### config.mk
export PLATFORM = sky130hd
export DESIGN_NAME = idcmd_decoder
export DESIGN_NICKNAME = d
export VERILOG_FILES = /design/src/rtl/idcmd_pkg.sv /design/src/rtl/idcmd_ctrl_parse.sv /design/src/rtl/idcmd_frame_track.sv /design/src/rtl/idcmd_sel_latch.sv /design/src/rtl/idcmd_decoder.sv
export SDC_FILE = /design/constraint.sdc
export NUM_CORES = 1
export LEC_CHECK = 0
export BUFFER_PORTS_ARGS = -buffer_cell sky130_fd_sc_hd__buf_2
export CAP_MARGIN = 20
export CORE_ASPECT_RATIO = 0.7
export CORE_MARGIN = 2
export CORE_UTILIZATION = 45
export CTS_CLUSTER_DIAMETER = 200
export DETAILED_ROUTE_END_ITERATION = 7
export GPL_TIMING_DRIVEN = 1
export PLACE_DENSITY = 0.7
export SLEW_MARGIN = 20
export SYNTH_ARGS = -nofsm -noshare
export SYNTH_HDL_FRONTEND = slang
export SYNTH_HIERARCHICAL = 1
export SYNTH_SLANG_ARGS = --single-unit
export TNS_END_PERCENT = 30
### constraint.sdc
create_clock -name clk -period 4.35 [get_ports clk]
set_clock_uncertainty 0.2 [all_clocks]
set_input_delay 1.305 -clock clk [delete_from_list [all_inputs] [get_ports clk]]
set_output_delay 1.305 -clock clk [all_outputs]
set_load 0.005 [all_outputs]
### src/rtl/idcmd_pkg.sv
// Shared command encoding for the identity-filtered command decoder.
package idcmd_pkg;
    typedef enum logic [2:0] {
        CMD_PROT   = 3'b000,
        CMD_READ   = 3'b001,
        CMD_WRITE  = 3'b010,
        CMD_ASSIGN = 3'b100,
        CMD_CLEAR  = 3'b110
    } cmd_t;
endpackage

### src/rtl/idcmd_ctrl_parse.sv
// Combinational split of a control byte into code match, command validity,
// output-enable bit and command. Assumes code in the top nibble, OE next,
// command in the low three bits.
module idcmd_ctrl_parse
    import idcmd_pkg::*;
#(
    parameter logic [3:0] CTRL_CODE = 4'b0110
) (
    input  logic [7:0] byte_i,
    output logic       code_ok_o,
    output logic       cmd_ok_o,
    output logic       oe_o,
    output cmd_t       cmd_o
);
    localparam int CODE_W = 4;
    localparam int OE_POS = 3;

    // Field extraction and command legality.
    always_comb begin
        code_ok_o = (byte_i[7 -: CODE_W] == CTRL_CODE);
        oe_o      = byte_i[OE_POS];
        cmd_o     = cmd_t'(byte_i[2:0]);
        case (byte_i[2:0])
            3'b000, 3'b001, 3'b010, 3'b100, 3'b110: cmd_ok_o = 1'b1;
            default:                                cmd_ok_o = 1'b0;
        endcase
    end
endmodule

### src/rtl/idcmd_frame_track.sv
// Counts the bytes of a live frame and flags an early end. A frame opens on
// an accepted control byte and closes on START/STOP or on a drop request.
// Assumes open_i and drop_i are never raised together with end_i.
module idcmd_frame_track
    import idcmd_pkg::*;
#(
    parameter int SERIAL_BYTES    = 6,
    parameter int WRITE_MIN_BYTES = 4,
    parameter int CNT_W           = $clog2(SERIAL_BYTES + WRITE_MIN_BYTES + 4)
) (
    input  logic             clk,
    input  logic             rst_n,
    input  logic             end_i,
    input  logic             open_i,
    input  logic             byte_i,
    input  logic             drop_i,
    input  cmd_t             cmd_i,
    output logic             active_o,
    output logic [CNT_W-1:0] idx_o,
    output logic             abort_o
);
    localparam logic [CNT_W-1:0] CNT_MAX = {CNT_W{1'b1}};

    logic [CNT_W-1:0] need;

    // Byte count each command needs before it counts as complete.
    always_comb begin
        case (cmd_i)
            CMD_WRITE, CMD_PROT: need = CNT_W'(WRITE_MIN_BYTES);
            CMD_ASSIGN:          need = CNT_W'(SERIAL_BYTES + 2);
            default:             need = CNT_W'(2);
        endcase
    end

    // Frame liveness, saturating byte count and abort pulse.
    always_ff @(posedge clk) begin
        if (!rst_n) begin
            active_o <= 1'b0;
            idx_o    <= '0;
            abort_o  <= 1'b0;
        end else begin
            abort_o <= end_i && active_o && (idx_o < need);
            if (end_i) begin
                active_o <= 1'b0;
                idx_o    <= '0;
            end else if (open_i) begin
                active_o <= 1'b1;
                idx_o    <= CNT_W'(1);
            end else if (drop_i) begin
                active_o <= 1'b0;
            end else if (byte_i && active_o && idx_o != CNT_MAX) begin
                idx_o <= idx_o + 1'b1;
            end
        end
    end

    // a live frame always holds at least its control byte.
    p_live_count_r11: assert property (@(posedge clk) disable iff (!rst_n)
        active_o |-> (idx_o != '0));
endmodule

### src/rtl/idcmd_sel_latch.sv
// Latched select-pin request. It arms on an accepted identity byte, waits for
// that byte's acknowledge edge, and commits the OE value on the next SCL
// rising edge. START/STOP cancel a pending change.
module idcmd_sel_latch (
    input  logic clk,
    input  logic rst_n,
    input  logic cancel_i,
    input  logic arm_i,
    input  logic oe_i,
    input  logic ack_rise_i,
    input  logic scl_rise_i,
    output logic pull_o
);
    typedef enum logic [1:0] {S_IDLE, S_ACK, S_EDGE} st_t;

    st_t  st;
    logic pend;

    // Arm, wait for edges, commit the pending value.
    always_ff @(posedge clk) begin
        if (!rst_n) begin
            st     <= S_IDLE;
            pend   <= 1'b0;
            pull_o <= 1'b0;
        end else if (cancel_i) begin
            st <= S_IDLE;
        end else if (arm_i) begin
            st   <= S_ACK;
            pend <= oe_i;
        end else begin
            case (st)
                S_ACK:   if (ack_rise_i) st <= S_EDGE;
                S_EDGE:  if (scl_rise_i && !ack_rise_i) begin
                             pull_o <= pend;
                             st     <= S_IDLE;
                         end
                default: st <= S_IDLE;
            endcase
        end
    end

    // the pin only moves on an SCL rising edge.
    p_pull_on_rise_r9: assert property (@(posedge clk) disable iff (!rst_n)
        !scl_rise_i |=> $stable(pull_o));
    // a START/STOP never moves the pin.
    p_cancel_holds_r12: assert property (@(posedge clk) disable iff (!rst_n)
        cancel_i |=> $stable(pull_o));
endmodule

### src/rtl/idcmd_decoder.sv
// Identity-filtered command decoder. It classifies the bytes after START
// (control, identity, rest), decides the acknowledge for each one, issues
// the command and drives the latched select-pin request. Assumes one-cycle
// strobes from a bit-level core, with byte_stb never in the same cycle as
// start_evt or stop_evt.
module idcmd_decoder
    import idcmd_pkg::*;
#(
    parameter logic [3:0] CTRL_CODE       = 4'b0110,
    parameter int         SERIAL_BYTES    = 6,
    parameter int         WRITE_MIN_BYTES = 4
) (
    input  logic       clk,
    input  logic       rst_n,
    input  logic       start_evt,
    input  logic       stop_evt,
    input  logic       scl_rise,
    input  logic       ack_rise,
    input  logic       byte_stb,
    input  logic [7:0] rx_byte,
    input  logic [7:0] dev_id,
    input  logic       id_assigned,
    input  logic       wr_busy,
    output logic       ack_ok,
    output logic [2:0] cmd_sel,
    output logic       cmd_go,
    output logic       cmd_abort,
    output logic       sel_pull
);
    localparam int CNT_W = $clog2(SERIAL_BYTES + WRITE_MIN_BYTES + 4);

    logic             listen;
    logic             oe_q;
    cmd_t             cmd_q;
    logic             code_ok, cmd_ok, oe_new;
    cmd_t             cmd_new;
    logic             active;
    logic [CNT_W-1:0] idx;
    logic             frame_end;
    logic             ctrl_slot, id_slot, accept_ctrl, id_ok, id_accept;
    logic             wr_like, later_ok, drop, ack_next;

    idcmd_ctrl_parse #(.CTRL_CODE(CTRL_CODE)) u_parse (
        .byte_i    (rx_byte),
        .code_ok_o (code_ok),
        .cmd_ok_o  (cmd_ok),
        .oe_o      (oe_new),
        .cmd_o     (cmd_new)
    );

    // Byte classification and acknowledge decision.
    always_comb begin
        frame_end   = start_evt || stop_evt;
        ctrl_slot   = listen && !active;
        accept_ctrl = byte_stb && ctrl_slot && code_ok && cmd_ok && !wr_busy
                      && !(cmd_new == CMD_ASSIGN && id_assigned);
        id_slot     = active && (idx == CNT_W'(1));
        id_ok       = (cmd_q == CMD_CLEAR) || (cmd_q == CMD_ASSIGN)
                      || (rx_byte == dev_id);
        id_accept   = byte_stb && id_slot && !wr_busy && id_ok;
        wr_like     = (cmd_q == CMD_WRITE) || (cmd_q == CMD_PROT);
        later_ok    = wr_like && !wr_busy;
        drop        = (byte_stb && id_slot && !id_accept)
                      || (byte_stb && active && !id_slot && wr_like && wr_busy);
        ack_next    = accept_ctrl || id_accept
                      || (byte_stb && active && !id_slot && later_ok);
    end

    idcmd_frame_track #(
        .SERIAL_BYTES    (SERIAL_BYTES),
        .WRITE_MIN_BYTES (WRITE_MIN_BYTES),
        .CNT_W           (CNT_W)
    ) u_frame (
        .clk      (clk),
        .rst_n    (rst_n),
        .end_i    (frame_end),
        .open_i   (accept_ctrl),
        .byte_i   (byte_stb),
        .drop_i   (drop),
        .cmd_i    (cmd_q),
        .active_o (active),
        .idx_o    (idx),
        .abort_o  (cmd_abort)
    );

    idcmd_sel_latch u_sel (
        .clk        (clk),
        .rst_n      (rst_n),
        .cancel_i   (frame_end),
        .arm_i      (id_accept),
        .oe_i       (oe_q),
        .ack_rise_i (ack_rise),
        .scl_rise_i (scl_rise),
        .pull_o     (sel_pull)
    );

    // Listen window, acknowledge hold, command latch and go pulse.
    always_ff @(posedge clk) begin
        if (!rst_n) begin
            listen <= 1'b0;
            ack_ok <= 1'b0;
            cmd_go <= 1'b0;
            cmd_q  <= CMD_PROT;
            oe_q   <= 1'b0;
        end else if (frame_end) begin
            listen <= start_evt;
            ack_ok <= 1'b0;
            cmd_go <= 1'b0;
        end else begin
            cmd_go <= id_accept;
            if (byte_stb) ack_ok <= ack_next;
            if ((byte_stb && ctrl_slot && !accept_ctrl) || drop) listen <= 1'b0;
            if (accept_ctrl) begin
                cmd_q <= cmd_new;
                oe_q  <= oe_new;
            end
        end
    end

    assign cmd_sel = cmd_q;

    // a wrong control code is never acknowledged.
    p_bad_code_nack_r1: assert property (@(posedge clk) disable iff (!rst_n)
        (byte_stb && ctrl_slot && rx_byte[7:4] != CTRL_CODE) |=> !ack_ok);
    // an assigned device refuses the assign command.
    p_assigned_nack_r3: assert property (@(posedge clk) disable iff (!rst_n)
        (byte_stb && ctrl_slot && id_assigned && rx_byte[2:0] == 3'b100) |=> !ack_ok);
    // an issued command is always backed by an acknowledge.
    p_go_acked_r4: assert property (@(posedge clk) disable iff (!rst_n)
        cmd_go |-> ack_ok);
    // no acknowledge during a write cycle.
    p_busy_nack_r7: assert property (@(posedge clk) disable iff (!rst_n)
        (byte_stb && wr_busy) |=> !ack_ok);
    // abort follows only a START or STOP.
    p_abort_event_r11: assert property (@(posedge clk) disable iff (!rst_n)
        cmd_abort |-> $past(start_evt || stop_evt));
endmodule

==> run metrics <==
Crit Path Max Fanout 4; commonest cells in the netlist dfxtp_1 (17), xor2_1 (8), a21oi_1 (7), nand2b_1 (7), nor2b_1 (7); Synth Flop Type dfxtp_1; leakage power 0.0005490 uW; Critical Path AT 3.12 ns; # diodes 0; final setup fails 0; I/O pin count 32; vias in the first global route 945; clock latency on the worst-skew pair 0.29 ns; Worst-Margin Slew 0.5764 ns; Layout area overhead 17.16%; sequential cell area fraction in the yosys report 29.92%; status complete, no violations; cells on worst reg2reg path 6; critical path endpoint category flop; mean area per synthesized cell 9.557 sq um; Final Max Slew Viols 0; Reg area 340.3 sq um; P_int 206.9 uW; Multi-input gate area 752.0 sq um; #FFs+latches synth 17; RSZ-0062 raised after global routing false; slew margin rel. 61.28%; cell area after synthesis 1137 sq um; final core occ 55.04%; CTS clock-pin slew for the worst setup and hold paths 0.10 ns; Clock Tree Buf Depth 2; CORE AREA 2421 sq um; CTS tree yes; post-cts resize count 0; DRT Pass-1 Iters 4; met2 routed WL 1.058 mm; Min Hold Slack 0.2624 ns; root buffer cell clkbuf_4; CTS sink cnt 17; final worst path period share 71.93%; asr flop ratio synth 0%; Pwr Density 208.6 nW/um^2; post-route setup TNS 0 ns; HPWL Detailed 1.891 mm; data required time at the worst endpoint 4.35 ns; routability cong. 0.8740; initial core utilization 46.98%; largest net degree at the start of global routing 15; Hold Path Cell Cnt 2; startpoint class of the critical path input port; met1 WL 1.131 mm; Distinct cells, synth 39; first-pass GRT wire length 4.071 mm; setup ws final 1.221 ns; # fillers 209; Fin. Hold Viols 0; Switching Share 25.54%; Clock Power Share 31.0%; CTS H-tree depth 1; per-cell routed wire length 12.78 microns; most area-consuming cells after synthesis dfxtp_1 (30%), xor2_1 (6.2%), mux2i_1 (5.3%), nand3b_4 (5.3%), nand2b_1 (3.9%); number of synthesized flops with an enable pin 0; DRT Wirelength 2.352 mm; Top Layer Used met4; Vert. Die Dim 46.06 microns; initial antenna violation count 0; Max Freq 319.6 MHz; Rows 15; Yosys top cell by area dfxtp_1; average vias per placed instance 5.277; setup bufs post-CTS 0; chip width 64.09 microns; Max Cap Viol 0; CTS buffer count 3; Final Power 277.9 uW; Final min period 3.129 ns; Gate power share 12.4%; power share of the sequential group 56.6%; initial drt markers 62; Die ar. 2952 sq um; worst slack, placed 0.9474 ns; Synth top area share 29.92%; CTS hold repair buffers 0; VDD IR-drop max 0.1159 mV; Synth warnings 6; P_sw 71.00 uW; Vias 971; post-route ant nets 0; worst min path class flop to flop; most frequent cell after synthesis dfxtp_1; Syn Nets 147; DR WL met3 144 microns; # DRC 0; share of post-route cells with drive strength above 1 30.67%; GRT Util Overall 17.93%; IO buf count 31; Post-Synthesis Cells 119; Setup CP Type input port to flop; fin nets 179; GRT overflow 0
[critical path, stage by stage]
cell and delay [ns]:
buf_2 0.12, xor2_1 0.15, nor4_1 0.38, a21oi_1 0.17, nor3_1 0.52, nor2b_1 0.23
mux2i_1 0.19, nor2b_1 0.06
[path summary, 6_finish.rpt]
kind / slack, ns / start / endpoint
setup / recovery: 1.22 / rx_byte[1] / u_sel/pend
setup reg to reg: 2.17 / u_frame/idx_o[3] / u_sel/pend
hold / removal: 0.26 / u_sel/pend / u_sel/pull_o
hold reg to reg: 0.26 / u_sel/pend / u_sel/pull_o
[power by group through the flow]
stage	Sequential, uW	Combinational [uW]	Clock, uW
2_1_floorplan	161	17.8	0
3_3_place_gp	161	33.5	0
3_5_place_dp	161	34.3	0
4_1_cts	157	34.4	89.0
5_1_grt	157	38.4	96.7
6_report	157	34.5	86.1
[area by class of cell]
cell class / count / share of cell area, %
Clock buffer: 3 / 1.690
Clock inverter: 1 / 0.3756
Inverter: 4 / 1.127
Multi-Input combinational cell: 94 / 56.43
Sequential cell: 17 / 25.54
Tap cell: 34 / 3.192
Timing Repair Buffer: 31 / 11.64
[routing by layer]
layer	GRT usage, %	vias up
met5	0	-
met4	5.532	0
met3	5.134	2
met2	29.38	31
met1	23.36	437
li1	-	501
[cells by family after synthesis]
family,Yosys count,synth area share [%]
AO/OA/AOI/OAI,22,11.99
buffers and inverters,8,3.960
flip-flops,17,29.92
AND/OR/NAND/NOR,55,39.38
XOR/XNOR,8,6.161
multiplexers,6,5.281
adder cells (fa/ha/maj),3,3.301
[stage by stage]
| stage | instance area (sq um) | std cells |
|---|---|---|
| global route | 1333 | 184 |
| detailed placement | 1305 | 180 |
| CTS | 1333 | 184 |
| global placement | 1305 | 180 |
| finish | 1333 | 184 |
| floorplan | 1137 | 119 |
[flip-flops by register name, summed over array words and instances (netlist names)]
signal            flops
u_frame/idx_o         4
cmd_sel               3
u_sel/st              2
ack_ok                1
cmd_go                1
listen                1
oe_q                  1
u_frame/abort_o       1
u_frame/active_o      1
u_sel/pend            1
u_sel/pull_o          1
[layout by cell type (no fill, tap or decap), types with 4 or more instances in the layout]
cell type	count
o21ai_0	5
nor2b_1	7
buf_2	31
mux2i_1	6
xor2_1	8
nor2_1	6
a21oi_1	7
nand2_1	5
nand2b_1	7
dfxtp_1	17
inv_1	4
(Power assumes the default switching activity.)
